File: src/rtl/regxfer_seq.sv
module regxfer_seq #(
  parameter int NREGS = 16,
  parameter int AW    = 32
) (
  input  logic                     clk,
  input  logic                     rst_n,
  input  logic                     start,
  input  logic [NREGS-1:0]         reg_list,
  input  logic [AW-1:0]            base,
  input  logic [1:0]               mode,
  input  logic                     wb_en,
  output logic                     busy,
  output logic                     beat_valid,
  output logic [$clog2(NREGS)-1:0] beat_reg,
  output logic [AW-1:0]            beat_addr,
  output logic                     done,
  output logic [AW-1:0]            wb_value
);
  localparam int IW = $clog2(NREGS);
  localparam int CW = $clog2(NREGS + 1);

  logic [NREGS-1:0] pend;
  logic [AW-1:0]    addr_q, wb_q, span, first_addr;
  logic             busy_q, done_q;
  logic [IW-1:0]    low_idx;
  logic [CW-1:0]    cnt;

  function automatic logic [CW-1:0] popcnt(input logic [NREGS-1:0] v);
    logic [CW-1:0] c;
    c = '0;
    for (int i = 0; i < NREGS; i++) c = c + CW'(v[i]);
    return c;
  endfunction

  always_comb begin
    low_idx = '0;
    for (int i = NREGS - 1; i >= 0; i--)
      if (pend[i]) low_idx = IW'(i);
  end

  assign cnt  = popcnt(reg_list);
  assign span = AW'(cnt) << 2;

  always_comb begin
    unique case (mode)
      2'b00: first_addr = base;
      2'b01: first_addr = base + AW'(4);
      2'b10: first_addr = base - span + AW'(4);
      default: first_addr = base - span;
    endcase
  end

  wire [NREGS-1:0] pend_next = pend & (pend - NREGS'(1));

  always_ff @(posedge clk) begin
    if (!rst_n) begin
      pend   <= '0;
      addr_q <= '0;
      wb_q   <= '0;
      busy_q <= 1'b0;
      done_q <= 1'b0;
    end else begin
      done_q <= 1'b0;
      if (busy_q) begin
        pend   <= pend_next;
        addr_q <= addr_q + AW'(4);
        if (pend_next == '0) begin
          busy_q <= 1'b0;
          done_q <= 1'b1;
        end
      end else if (start) begin
        wb_q <= !wb_en ? base : (mode[1] ? base - span : base + span);
        if (reg_list == '0) begin
          done_q <= 1'b1;
        end else begin
          busy_q <= 1'b1;
          pend   <= reg_list;
          addr_q <= first_addr;
        end
      end
    end
  end

  assign busy       = busy_q;
  assign beat_valid = busy_q;
  assign beat_reg   = low_idx;
  assign beat_addr  = addr_q;
  assign done       = done_q;
  assign wb_value   = wb_q;


  addr_step_chk: assert property (@(posedge clk) disable iff (!rst_n)
    beat_valid && $past(beat_valid) |-> beat_addr == $past(beat_addr) + AW'(4));

  reg_order_chk: assert property (@(posedge clk) disable iff (!rst_n)
    beat_valid && $past(beat_valid) |-> beat_reg > $past(beat_reg));

  done_idle_chk: assert property (@(posedge clk) disable iff (!rst_n)
    done |-> !busy);

  wb_hold_chk: assert property (@(posedge clk) disable iff (!rst_n)
    busy && $past(busy) |-> $stable(wb_value));

  done_after_beat_chk: assert property (@(posedge clk) disable iff (!rst_n)
    $fell(busy) |-> done);
endmodule

File: config.mk
export PLATFORM = sky130hd
export DESIGN_NAME = regxfer_seq
export DESIGN_NICKNAME = d
export VERILOG_FILES = /design/src/rtl/regxfer_seq.sv
export SDC_FILE = /design/constraint.sdc
export NUM_CORES = 1
export LEC_CHECK = 0
export BUFFER_PORTS_ARGS = -buffer_cell sky130_fd_sc_hd__buf_2
export CAP_MARGIN = 15
export CORE_UTILIZATION = 59
export DETAILED_ROUTE_END_ITERATION = 7
export GPL_ROUTABILITY_DRIVEN = 1
export PLACE_DENSITY = 0.88
export RECOVER_POWER = 100
export SYNTH_ARGS = -nofsm -noshare
export SYNTH_HDL_FRONTEND = slang
export SYNTH_SLANG_ARGS = --single-unit
export TNS_END_PERCENT = 1
File: constraint.sdc
create_clock -name clk -period 6.4 [get_ports clk]
set_input_delay 0.32 -clock clk [delete_from_list [all_inputs] [get_ports clk]]
set_output_delay 0.32 -clock clk [all_outputs]
set_load 0.005 [all_outputs]
Word-level counts from Yosys, hierarchy flattened. Index checks and enable logic that the tools add are counted.

Bits of input ports: 54. Output and inout port bits: 71. Bits in registers: 82. Logic and storage cells: 70.

Equal/unequal tests: 3. $add $sub $neg: 21. Bitwise operators: 2. Reduce and logical (&&, ||, !) cells: 6. Multiplexer cells: 33.

Operator list (count): 32-bit 2-to-1 mux (5); 32-bit by 3-bit adder with 32-bit output, second input constant (3); 32-bit case mux with 3 select lines (1); 4-bit 2-to-1 mux (16); 5-bit by 1-bit adder with 5-bit output (11); 16-bit 2-to-1 mux (3); 32-bit by 7-bit adder with 32-bit output (1); 16-bit logical NOT (2); 32-bit by 7-bit subtractor with 32-bit output (1); 16-bit bitwise AND (1); 16-bit by 1-bit subtractor with 16-bit output, second input constant (1); 1-bit 2-to-1 mux (8); 4-bit by 1-bit adder with 5-bit output (1); 3-bit by 1-bit adder with 4-bit output (1); 2-bit AND reduction (2); 2-bit by 1-bit adder with 3-bit output (1); 1-bit by 1-bit adder with 2-bit output (1); 2-bit by 1-bit equality test with 1-bit output, second input constant (1); 2-bit equality test, second input constant (1); 2-bit logical NOT (1); 2-bit != test, second input constant (1); 2-bit nonzero test (1); 1-bit inverter (1).

Longest topological paths before layout. Gate-level depths: netlist of the first run.

Depth after elaboration: 21. Mapped depth: 25. Gate-level depth less buffers: 23.

Worst setup path after synthesis of the first run. No wires, ideal clock.

Path kind: in2reg. From: in reg_list[0]. To: reg addr_q[25] (netlist: beat_addr[25]). Setup slack: 0.515 ns. Stages: 18. Path buffers: 1. Data required time: 6.268 ns. Setup time: 0.132 ns. Arrival time: 5.753 ns. Path through: inv_1 fa_1 fa_1 fa_1 fa_1 inv_1 ha_1 fa_1 fa_1 or3b_1 a221oi_1 o2111ai_1 and3b_1 buf_2 nand4_1 or3_1 a21oi_1 o22ai_1.

Longest elaborated chain between the ends: 21. Elaborated cells between the ends (all ways): 24. Classes of those cells: add/sub: 17; eq/ne: 1; mux: 4; reduce/logical: 2.

Ends and longest elaborated chain: start, declared (line 8) `input logic [NREGS-1:0] reg_list,`; 1-bit by 1-bit adder with 2-bit output (line 31) `for (int i = 0; i < NREGS; i++) c = c + CW'(v[i]);`; 2-bit by 1-bit adder with 3-bit output (line 31); 3-bit by 1-bit adder with 4-bit output (line 31); 4-bit by 1-bit adder with 5-bit output (line 31); 5-bit by 1-bit adder with 5-bit output (11 in series) (line 31); 32-bit by 7-bit subtractor with 32-bit output (line 48, 49); 32-bit by 3-bit adder with 32-bit output (line 48) `2'b10: first_addr = base - span + AW'(4);`; 32-bit case mux with 3 select lines (line 45) `unique case (mode)`; 32-bit 2-to-1 mux (line 73) `if (reg_list == '0) begin`; 32-bit 2-to-1 mux (line 71) `end else if (start) begin`; 32-bit 2-to-1 mux (line 64) `if (busy_q) begin`; end signal, assigned (line 66) `addr_q <= addr_q + AW'(4);`; end signal, assigned (line 78) `addr_q <= first_addr;`; end, declared (line 23) `logic [AW-1:0] addr_q, wb_q, span, first_addr;`.

Parallel ways exist; a longest one is shown, timed or not. The select of a mux whose other input is x is not followed. A chain may end at the register's enable or synchronous reset.

Worst setup path after layout of the first run.
From: in reg_list[0]. To: reg addr_q[30] (netlist: beat_addr[30]).

Same word-level chain as after synthesis.

==> results of run 1 <==
[routing by layer]
layer | share of wire, % | up-vias
met5 | 0 | -
met2 | 42 | 586
met3 | 9.2 | 83
met1 | 46 | 4342
li1 | - | 4522
met4 | 3.4 | 0
[metrics by stage]
step | total power (uW) | instance area [um^2] | std cells
4_1_cts | 2569 | 9344 | 1459
3_5_place_dp | 2062 | 9071 | 1443
5_1_grt | 2742 | 9255 | 1459
2_1_floorplan | 1637 | 8368 | 1200
3_3_place_gp | 2036 | 9071 | 1443
6_report | 2591 | 9255 | 1459
[kinds of logic after synthesis]
group,after synthesis
adder cells (fa/ha/maj),35
AND/OR/NAND/NOR,475
AO/OA/AOI/OAI,366
flip-flops,82
multiplexers,9
XOR/XNOR,81
buffers and inverters,152
[cell usage after synthesis (all sizes together) (6+ instances only)]
cell	n	area, um^2
o211ai	15	112.6
dfxtp	82	1642
or4	6	45.04
o21ai	83	415.4
a211oi	20	150.1
a21oi	113	565.5
mux2i	8	80.08
o311ai	6	67.56
nand2	140	528.0
o31ai	15	112.6
a31oi	13	81.33
nand4	18	125.1
nand3b	7	52.55
or3	9	56.30
and3	15	93.84
and4	6	52.55
a221oi	8	70.07
nor2	104	392.9
o21a	10	75.07
a41oi	6	52.55
inv	56	210.2
a21o	8	60.06
nor3	42	220.2
nor2b	7	43.79
nor4	31	270.3
nand2b	10	62.56
nand3	59	300.3
o21bai	6	45.04
ha	22	275.3
o22ai	10	68.81
clkbuf	68	255.2
xor2	34	297.8
xnor2	47	411.6
fa	12	240.2
buf	27	153.9
[cell type report]
type	instances	share of cell area (%)
Clock inverter	6	0.4732
Multi-Input combinational cell	966	66.12
Sequential cell	82	17.74
Clock buffer	10	2.474
Tap cell	180	2.433
Timing Repair Buffer	158	8.449
Inverter	57	2.312
[final timing paths]
| path | from | end | slack [ns] |
|---|---|---|---|
| max | reg_list[0] | beat_addr[30]$_SDFFE_PN0P_ | 0.34 |
| min | base[0] | wb_value[0]$_SDFFE_PN0P_ | 0.22 |
| max reg2reg | beat_valid$_SDFF_PN0_ | beat_addr[5]$_SDFFE_PN0P_ | 1.29 |
| min reg2reg | wb_value[1]$_SDFFE_PN0P_ | wb_value[1]$_SDFFE_PN0P_ | 0.45 |
[registers in the layout, summed over array words and instances, names as in the netlist]
name / flops
pend: 16
done: 1
wb_value: 32
beat_addr: 32
beat_valid: 1
[critical path: cells and delay by family]
kind                       cells  cell delay (ns)
AOI/OAI and AO/OA              8             1.87
and+or+nand+nor                3             0.92
adders and majority gates      7             3.00
buffers and inverters          3             0.21
[report_power, final]
group / total (uW) / switching (uW) / internal, uW
registers: 638 / 69.0 / 569
logic: 1460 / 908 / 550
clock network: 495 / 231 / 264
[repair_timing]
item | in CTS | in global routing
resized for setup | 0 | 2
setup endpoints to repair | 0 | 1
buffers inserted | 0 | 0
==> summary.md, run 1 <==
| Metric | Value |
|---|---|
| Synthesized-area fraction occupied by ao, oa, aoi and oai cells | 28.23% |
| Cell with the largest stage delay on the worst path | sky130_fd_sc_hd__fa_1 |
| Cts-stage hold buffer count | 0 |
| Worst reg-to-reg path cell count | 9 |
| Main combinational cell family by area after synthesis | simple AND/OR/NAND/NOR gates |
| Worst endpoint data arrival time | 6.34 ns |
| Die Y-Extent | 121.1 um |
| Number of global-route vias before repair | 8,454 |
| Number of cell rows | 43 |
| Clk root buf | sky130_fd_sc_hd__clkbuf_16 |
| Xor and xnor fraction of the mapped netlist area | 8.478% |
| Share of synthesized area spent on multiplexers | 1.092% |
| Area of the core | 0.01388 mm^2 |
| Hold crit path type | in2reg |
| Routed length per placed instance | 18.77 um |
| Final Worst Setup Slack | 0.3442 ns |
| Violation count after the first detailed-routing iteration | 1,374 |
| Final weighted congestion in routability-driven placement | 0.9590 |
| Hold Violations, Final | 0 |
| Initial DRT Pass Iterations | 6 |
| WHS Path Cells | 3 |
| Number of H-tree branching levels | 3 |
| Count of antenna-violating nets left after detailed routing | 0 |
| Crit path capture type | register |
| Series of cell instances along the critical path | buf_2, inv_1, fa_1, fa_1, fa_1, fa_1, inv_1, ha_1, fa_1, a21o_1, and2_0, ha_1, nor2_1, o311a_2, o41a_1, o22ai_1, a31o_2, or3_1, o31a_1, o31a_1, o22ai_2 |
| Adder-Cell Fraction of Synth Area | 6.280% |
| Post-route setup TNS | 0 ns |
| IO Port Bufs | 124 |
| Tightest hold margin | 0.2175 ns |
| Fillers | 1,320 |
| RSZ-0062 raised after global routing | false |
| First-pass GRT wire length | 43,650 um |
| Power per Cell Area | 279.9 mW/mm^2 |
| Via count | 9,533 |
| Peak ir drop on the vdd network | 276.3 uV |
| Commonest cells after routing, fill and taps aside | 139 x sky130_fd_sc_hd__nand2_1, 113 x sky130_fd_sc_hd__a21oi_1, 102 x sky130_fd_sc_hd__nor2_1 |
| Clk Latency, worst-skew pair | 0.36 ns |
| Static Leakage | 0.003457 uW |
| Total congestion overflow after global routing | 0 |
| Maximum net fanout on the critical path | 13 |
| Utilization of the core after routing | 66.68% |
| Total Die Area | 0.01466 mm^2 |
| WL final | 27,390 um |
| Met3 track utilization from global routing | 4.182% |
| M2 GR Usage | 53.86% |
| Clock sinks | 82 |
| Minimum clock period | 6.056 ns |
| Multi-input gate area | 0.006120 mm^2 |
| Most congested layer reported by global routing | met1 |
| Most frequent cell on the critical path | sky130_fd_sc_hd__fa_1 |
| Period utilization | 94.62% |
| Setup violation total in the final timing report | 0 |
| Fraction of synthesis flops using an asynchronous set or reset pin | 0% |
| Synthesized net count | 1,288 |
| Critical path start-end classification | in2reg |
| TritonCTS buffer count | 9 |
| Kind of start point of the critical path | primary input |
| Outcome | finished, violations left |
| DRC | 0 |
| MaxCap Viol Count | 1 |
| Register clock-pin slew on the reported worst setup and hold paths | 0.07 ns |
| Area growth, synth to finish | 10.60% |
| Avg Synthesized Cell Area | 6.973 um^2 |
| Global routing met1 resource utilization | 55.78% |
| CTS Buffer Depth | 2 |
| Per-cell via count in the routed design | 6.534 |
| Number of distinct standard cells referenced by the synthesized netlist | 86 |
| Failing checks | max-capacitance violations, max-slew violations |
| Instance count of the mapped netlist | 1,200 |
| Simple-gate share of the synthesized area | 28.86% |
| Number of antenna violations at the first check in global routing | 0 |
| Sequential cell area | 0.001642 mm^2 |
| Number of enable flip-flop cells after synthesis | 0 |
| Most used DFF post-synth | sky130_fd_sc_hd__dfxtp_1 |
| Die extent in x | 121.1 um |
| Final Max Slew Viols | 61 |
| Upper clock frequency limit | 165.1 MHz |
| Ports placed on the boundary | 125 |
| Maximum number of pins on one net before global-route repair | 61 |
| Worst slack at placement | 0.02082 ns |
| Proportion of layout cells with a drive suffix above 1 | 12.28% |
| Normalized max-slew margin | -59.35% |
| Synthesized flop and latch total | 82 |
| Fin Clk Skew | 0.007893 ns |
| Effective utilization at floorplan | 60.28% |
| Yosys Warn Count | 0 |
| Delay contributed by the slowest stage of the critical path | 0.56 ns |
| Pin slew with the least headroom to its limit | 2.390 ns |
| Number of nets in the layout | 1,362 |
| Half-perimeter wire length after placement | 20,050 um |
| Total track usage | 37.45% |
| Leading cell type in the layout, fill and taps excluded | sky130_fd_sc_hd__nand2_1 |
| Crit path required time | 6.68 ns |
| Post-synthesis cell area | 0.008368 mm^2 |
| Part of the Yosys area used for sequential elements | 19.62% |
| Antenna diode count | 0 |
| Clock tree from TritonCTS | yes |
No activity file was read; power rests on OpenSTA's default activity.
==> run 2, diff against run 1 <==
--- a/config.mk
+++ b/config.mk
@@ -10,6 +10,8 @@
 export CORE_UTILIZATION = 59
 export DETAILED_ROUTE_END_ITERATION = 7
 export GPL_ROUTABILITY_DRIVEN = 1
+export GPL_TIMING_DRIVEN = 1
+export MAX_ROUTING_LAYER = met4
 export PLACE_DENSITY = 0.88
 export RECOVER_POWER = 100
 export SYNTH_ARGS = -nofsm -noshare
==> summary.md, run 2 (same netlist as run 1, synthesis figures left out) <==
| Metric | Value |
|---|---|
| Most frequent cell on the critical path | sky130_fd_sc_hd__fa_1 |
| Total track usage | 37.82% (+0.38 points) |
| Register clock-pin slew on the reported worst setup and hold paths | 0.07 ns (about the same) |
| Final weighted congestion in routability-driven placement | 1.014 (+5.7%) |
| Leading cell type in the layout, fill and taps excluded | sky130_fd_sc_hd__nand2_1 |
| Proportion of layout cells with a drive suffix above 1 | 11.83% (-0.44 points) |
| Hold Violations, Final | 0 (unchanged) |
| First-pass GRT wire length | 42,650 um (-2.3%) |
| Placed cells | 1,440 (-0.21%) |
| Number of H-tree branching levels | 3 (unchanged) |
| Number of cell rows | 43 (unchanged) |
| Series of cell instances along the critical path | buf_2, inv_1, fa_1, fa_1, fa_1, fa_1, inv_1, ha_1, fa_1, a21o_1, and2_0, ha_1, nand2b_1, nand3_1, clkbuf_1, nor4_2, o22ai_1, a31o_2, or3_1, o31a_1, o31a_1, o22ai_2 |
| Total Die Area | 0.01466 mm^2 (unchanged) |
| Worst endpoint data arrival time | 6.36 ns (+0.02 ns) |
| Post-cts sizing count | 0 (unchanged) |
| Number of nets in the layout | 1,359 (-0.22%) |
| Static Leakage | 0.003440 uW (-0.49%) |
| Maximum number of pins on one net before global-route repair | 61 (unchanged) |
| Fin Clk Skew | 0.01048 ns (+0.002590 ns) |
| Cell with the largest stage delay on the worst path | sky130_fd_sc_hd__fa_1 |
| Hold crit path type | in2reg |
| Number of antenna violations at the first check in global routing | 0 (unchanged) |
| Total power consumption of the routed design | 2582 uW (-0.32%) |
| Kind of start point of the critical path | primary input |
| Post-CTS setup buffer count | 0 (unchanged) |
| Final Max Slew Viols | 61 (unchanged) |
| Violation count after the first detailed-routing iteration | 1,521 (+11%) |
| Half-perimeter wire length after placement | 19,830 um (-1.1%) |
| Logic depth of the worst setup path including buffers | 22 (+4.8%) |
| Clock sinks | 82 (unchanged) |
| Failing checks | max-capacitance violations, max-slew violations |
| Setup violation total in the final timing report | 0 (unchanged) |
| Switching power | 1194 uW (-1.1%) |
| IO Port Bufs | 124 (unchanged) |
| Normalized max-slew margin | -56.94% (+2.4 points) |
| Ports placed on the boundary | 125 (unchanged) |
| Number of global-route vias before repair | 8,099 (-4.2%) |
| Placement-stage cell area | 0.009049 mm^2 (-0.25%) |
| TritonCTS buffer count | 9 (unchanged) |
| Antenna diode count | 0 (unchanged) |
| Fillers | 1,264 (-4.2%) |
| Post-route setup TNS | 0 ns (unchanged) |
| Cts-stage hold buffer count | 0 (unchanged) |
| Crit path capture type | register |
| Tightest hold margin | 0.2130 ns (-0.004479 ns) |
| Pin slew with the least headroom to its limit | 2.354 ns (-0.03602 ns) |
| Critical path start-end classification | in2reg |
| Peak ir drop on the vdd network | 286.6 uV (+3.7%) |
| WHS Path Cells | 3 (unchanged) |
| Number of buffers and inverters on the critical path | 4 (+1) |
| Crit path required time | 6.68 ns (about the same) |
| DRC | 0 (unchanged) |
| CTS Buffer Depth | 2 (unchanged) |
| Die Y-Extent | 121.1 um (unchanged) |
| Flop pwr share | 24.7% (about the same) |
| Outcome | finished, violations left |
| Worst reg-to-reg path cell count | 9 (unchanged) |
| Cell Int Power | 1388 uW (+0.40%) |
| Clk Latency, worst-skew pair | 0.36 ns (about the same) |
| Clk root buf | sky130_fd_sc_hd__clkbuf_16 |
| Area of the core | 0.01388 mm^2 (unchanged) |
| Delay contributed by the slowest stage of the critical path | 0.56 ns (about the same) |
| Power per Cell Area | 280.1 mW/mm^2 (about the same) |
| Non-filler instance count after layout | 1,456 (-0.21%) |
| Die extent in x | 121.1 um (unchanged) |
| Upper clock frequency limit | 164.4 MHz (-0.47%) |
| Total non-filler cell area in the finished layout | 0.009221 mm^2 (-0.37%) |
| WL final | 27,370 um (about the same) |
| RSZ-0062 raised after global routing | false |
| Minimum clock period | 6.085 ns (+0.02872 ns) |
| Commonest cells after routing, fill and taps aside | 139 x sky130_fd_sc_hd__nand2_1, 113 x sky130_fd_sc_hd__a21oi_1, 102 x sky130_fd_sc_hd__nor2_1 |
| Maximum net fanout on the critical path | 7 (-6) |
| Initial DRT Pass Iterations | 5 (-1) |
| Period utilization | 95.07% (+0.45 points) |
| Sw Share | 46.25% (-0.39 points) |
| Effective utilization at floorplan | 60.28% (unchanged) |
| Routed length per placed instance | 18.80 um (+0.14%) |
| Via count | 9,516 (-0.18%) |
| Comb power frac | 55.3% (-1.0 points) |
| Total congestion overflow after global routing | 0 (unchanged) |
| Clk pwr share | 20.1% (+1.0 points) |
| Area growth, synth to finish | 10.20% |
| Dominant delay contributor by cell family on the critical path | adder cells |
| Clock tree from TritonCTS | yes |
| Count of antenna-violating nets left after detailed routing | 0 (unchanged) |
| Per-cell via count in the routed design | 6.536 (about the same) |
| MaxCap Viol Count | 1 (unchanged) |
## run 2: final timing paths
| check | start | end | slack [ns] |
|---|---|---|---|
| worst max-delay path | reg_list[5] | beat_addr[30]$_SDFFE_PN0P_ | 0.32 |
| worst min register to register | beat_addr[0]$_SDFFE_PN0P_ | beat_addr[0]$_SDFFE_PN0P_ | 0.47 |
| worst min-delay path | base[0] | beat_addr[0]$_SDFFE_PN0P_ | 0.21 |
| worst max register to register | beat_valid$_SDFF_PN0_ | beat_addr[5]$_SDFFE_PN0P_ | 1.34 |
## run 2: final cells by class
type | count | area, um^2 | area share (%)
well taps | 180 | 225.2 | 2.442
clock buffers | 10 | 239.0 | 2.592
repair buffers | 155 | 748.2 | 8.114
multi-input cells | 966 | 6108 | 66.24
flip-flops and latches | 82 | 1642 | 17.80
inverters | 57 | 214.0 | 2.320
clock inverters | 6 | 45.04 | 0.4885
## run 2: power groups by stage
stage / Combinational (uW) / Sequential [uW] / Clock [uW]
3_3_place_gp: 1400 / 642 / 0
6_report: 1430 / 637 / 518
4_1_cts: 1440 / 633 / 516
3_5_place_dp: 1420 / 644 / 0
5_1_grt: 1560 / 646 / 536
2_1_floorplan: 1010 / 632 / 0
## run 2: layer usage
| layer | wire length (um) | global-route usage (%) | vias to the layer above |
|---|---|---|---|
| met2 | 11530 | 54.07 | 606 |
| met5 | 0 | - | - |
| met4 | 498 | 10.65 | 0 |
| met1 | 12530 | 54.63 | 4346 |
| li1 | - | - | 4512 |
| met3 | 2804 | 5.874 | 52 |
## run 2: worst reg2reg max path: cells and delay by family, from the launching register on
kind            cells  cell delay, ns
flops               1            0.59
compound gates      3            0.38
simple gates        4            1.63
buf+inv             2            2.36
## run 2: metrics by stage
step	utilization, %	setup WS [ns]
after floorplan	-	0.5151
after global placement	65.19	0.1989
after detailed placement	65.19	0.1227
after CTS	67.23	0.4332
after global routing	66.43	0.09046
final	66.43	0.3154
==> run 3, diff against run 2 <==
--- a/config.mk
+++ b/config.mk
@@ -7,12 +7,13 @@
 export LEC_CHECK = 0
 export BUFFER_PORTS_ARGS = -buffer_cell sky130_fd_sc_hd__buf_2
 export CAP_MARGIN = 15
-export CORE_UTILIZATION = 59
+export CORE_UTILIZATION = 60
+export CTS_BUF_LIST = sky130_fd_sc_hd__clkbuf_8
 export DETAILED_ROUTE_END_ITERATION = 7
 export GPL_ROUTABILITY_DRIVEN = 1
 export GPL_TIMING_DRIVEN = 1
 export MAX_ROUTING_LAYER = met4
-export PLACE_DENSITY = 0.88
+export PLACE_DENSITY = 0.92
 export RECOVER_POWER = 100
 export SYNTH_ARGS = -nofsm -noshare
 export SYNTH_HDL_FRONTEND = slang
==> constraint.sdc (replaced) <==
create_clock -name clk -period 5.9 [get_ports clk]
set_input_delay 0.295 -clock clk [delete_from_list [all_inputs] [get_ports clk]]
set_output_delay 0.295 -clock clk [all_outputs]
set_load 0.005 [all_outputs]
==> summary.md, run 3 (same netlist as run 1, synthesis figures left out) <==
| Metric | Value |
|---|---|
| Worst slack at placement | -0.3398 ns (-0.4625 ns) |
| Ports placed on the boundary | 125 (unchanged) |
| Per-cell via count in the routed design | 6.555 (+0.29%) |
| Hold Violations, Final | 0 (unchanged) |
| Failing checks | max-capacitance violations, max-slew violations |
| Crit path required time | 6.20 ns (-0.48 ns) |
| Maximum net fanout on the critical path | 10 (+3) |
| Half-perimeter wire length after placement | 21,480 um (+8.3%) |
| Dominant delay contributor by cell family on the critical path | adder cells |
| Critical path start-end classification | in2reg |
| Kind of start point of the critical path | primary input |
| Logic depth of the worst setup path including buffers | 23 (+4.5%) |
| Period utilization | 98.25% |
| MaxCap Viol Count | 1 (unchanged) |
| Via count | 9,970 (+4.8%) |
| Maximum number of pins on one net before global-route repair | 61 (unchanged) |
| Comb power frac | 62.7% (+7.4 points) |
| Total congestion overflow after global routing | 0 (unchanged) |
| Clk pwr share | 14.3% (-5.8 points) |
| Flop pwr share | 22.9% (-1.8 points) |
| Clock sinks | 82 (unchanged) |
| Outcome | finished, violations left |
| Static Leakage | 0.003809 uW (+11%) |
| Clock tree from TritonCTS | yes |
| First-pass GRT wire length | 45,980 um (+7.8%) |
| Final Max Slew Viols | 51 (-16%) |
| Final weighted congestion in routability-driven placement | 1.047 (+3.3%) |
| Initial DRT Pass Iterations | 6 (+1) |
| Upper clock frequency limit | 172.5 MHz |
| Area of the core | 0.01340 mm^2 (-3.5%) |
| Minimum clock period | 5.797 ns |
| Series of cell instances along the critical path | buf_2, inv_1, fa_1, fa_1, fa_1, fa_1, inv_1, ha_1, fa_2, xor2_1, inv_1, ha_1, buf_4, o311a_2, o2111ai_1, a32oi_2, buf_4, and3b_1, buf_4, and3_1, o21ai_0, o2111ai_1, o2111a_1 |
| CTS Buffer Depth | 2 (unchanged) |
| Number of cell rows | 42 (-2.3%) |
| WL final | 29,340 um (+7.2%) |
| Cts-stage hold buffer count | 0 (unchanged) |
| Area growth, synth to finish | 16.67% |
| Minimum setup slack among reg-to-reg paths | 1.15 ns (-0.19 ns) |
| Crit path capture type | register |
| Total track usage | 41.11% (+3.3 points) |
| Worst endpoint data arrival time | 6.09 ns (-0.27 ns) |
| Fin Clk Skew | 0.01881 ns (+0.008332 ns) |
| Most frequent cell on the critical path | sky130_fd_sc_hd__fa_1 |
| Sw Share | 46.76% (+0.51 points) |
| Tightest hold margin | 0.1448 ns (-0.06818 ns) |
| Total power consumption of the routed design | 3001 uW (+16%) |
| Violation count after the first detailed-routing iteration | 1,428 (-6.1%) |
| Cell Int Power | 1598 uW (+15%) |
| Final Worst Setup Slack | 0.1031 ns (-0.2124 ns) |
| Effective utilization at floorplan | 62.45% (+2.2 points) |
| Die Y-Extent | 120.1 um (-0.82%) |
| End of the worst register-to-register path | beat_addr[3]$_SDFFE_PN0P_ |
| Delay contributed by the slowest stage of the critical path | 0.56 ns (about the same) |
| Hold crit path type | in2reg |
| Number of nets in the layout | 1,428 (+5.1%) |
| Register clock-pin slew on the reported worst setup and hold paths | 0.10 ns (+0.03 ns) |
| Routed length per placed instance | 19.29 um (+2.6%) |
| Total Die Area | 0.01442 mm^2 (-1.6%) |
| Worst setup path endpoint | beat_addr[13]$_SDFFE_PN0P_ |
| TritonCTS buffer count | 9 (unchanged) |
| Pin slew with the least headroom to its limit | 2.126 ns (-0.2281 ns) |
| Number of H-tree branching levels | 3 (unchanged) |
| Placement-stage cell area | 0.009562 mm^2 (+5.7%) |
| Setup violation total in the final timing report | 0 (unchanged) |
| Number of buffers and inverters on the critical path | 7 (+3) |
| Leading cell type in the layout, fill and taps excluded | sky130_fd_sc_hd__nand2_1 |
| Antenna diode count | 0 (unchanged) |
| Peak ir drop on the vdd network | 305.0 uV (+6.4%) |
| Worst reg-to-reg path cell count | 8 (-1) |
| Cell with the largest stage delay on the worst path | sky130_fd_sc_hd__fa_1 |
| Power per Cell Area | 307.4 mW/mm^2 (+9.8%) |
| Normalized max-slew margin | -41.74% (+15 points) |
| Switching power | 1403 uW (+17%) |
| Proportion of layout cells with a drive suffix above 1 | 18.51% (+6.7 points) |
| Number of antenna violations at the first check in global routing | 0 (unchanged) |
| Number of global-route vias before repair | 8,811 (+8.8%) |
| Clk root buf | sky130_fd_sc_hd__clkbuf_8 |
| Die extent in x | 120.1 um (-0.82%) |
| Commonest cells after routing, fill and taps aside | 139 x sky130_fd_sc_hd__nand2_1, 113 x sky130_fd_sc_hd__a21oi_1, 102 x sky130_fd_sc_hd__nor2_1 |
| IO Port Bufs | 124 (unchanged) |
| Fillers | 1,069 (-15%) |
| Count of antenna-violating nets left after detailed routing | 0 (unchanged) |
| Source of the worst register-to-register timing path | beat_valid$_SDFF_PN0_ |
| Clk Latency, worst-skew pair | 0.40 ns (+0.04 ns) |
| CP startpoint | reg_list[0] |
| DRC | 0 (unchanged) |
| Total non-filler cell area in the finished layout | 0.009763 mm^2 (+5.9%) |
## run 3: area by class of cell
type	count	area (um^2)	share of cell area [%]
Clock buffer	9	123.9	1.269
Inverter	57	214.0	2.191
Tap cell	176	220.2	2.256
Clock inverter	7	71.32	0.7305
Sequential cell	82	1642	16.81
Multi-Input combinational cell	966	6175	63.24
Timing Repair Buffer	224	1318	13.49
## run 3: what timing repair did
item,CTS,global route
buffers inserted,0,0
setup endpoints to repair,0,22
gates resized for setup,0,12
## run 3: stage by stage
step / std cells / util [%] / setup TNS, ns
floorplan: 1200 / - / 0
global placement: 1505 / 71.35 / -3.009
detailed placement: 1505 / 71.35 / -5.800
CTS: 1521 / 72.81 / 0
global route: 1521 / 72.86 / -0.1415
finish: 1521 / 72.86 / 0
## run 3: tightest hold or removal path: stages
cell and delay [ns]:
sky130_fd_sc_hd__buf_2 0.10, sky130_fd_sc_hd__nand2_1 0.05, sky130_fd_sc_hd__a21oi_1 0.05
## run 3: power by group through the flow
stage	registers [uW]	clock network (uW)	logic, uW
final	689	430	1880
after floorplan	685	0	1090
after global placement	690	0	1750
after global routing	696	449	2030
after CTS	684	428	1810
after detailed placement	694	0	1800
## run 3: worst min path at each step
stage | startpoint | to | slack (ns) | depth (start not counted)
after floorplan | base[0] | beat_addr[0]$_SDFFE_PN0P_ | 0.43 | 2
after global placement | wb_value[0]$_SDFFE_PN0P_ | wb_value[0]$_SDFFE_PN0P_ | 0.44 | 2
after detailed placement | wb_value[0]$_SDFFE_PN0P_ | wb_value[0]$_SDFFE_PN0P_ | 0.44 | 2
after CTS | base[0] | wb_value[0]$_SDFFE_PN0P_ | 0.14 | 3
after global routing | reg_list[8] | pend[8]$_SDFFE_PN0P_ | 0.16 | 3
final | base[0] | wb_value[0]$_SDFFE_PN0P_ | 0.14 | 3
## run 3: metal layers
| metal | track usage (%) | vias up | wire length (um) |
|---|---|---|---|
| met5 | - | - | 0 |
| met1 | 57.24 | 4510 | 12320 |
| met4 | 12.27 | 0 | 724 |
| li1 | - | 4650 | - |
| met3 | 6.084 | 66 | 3362 |
| met2 | 61.14 | 744 | 12940 |
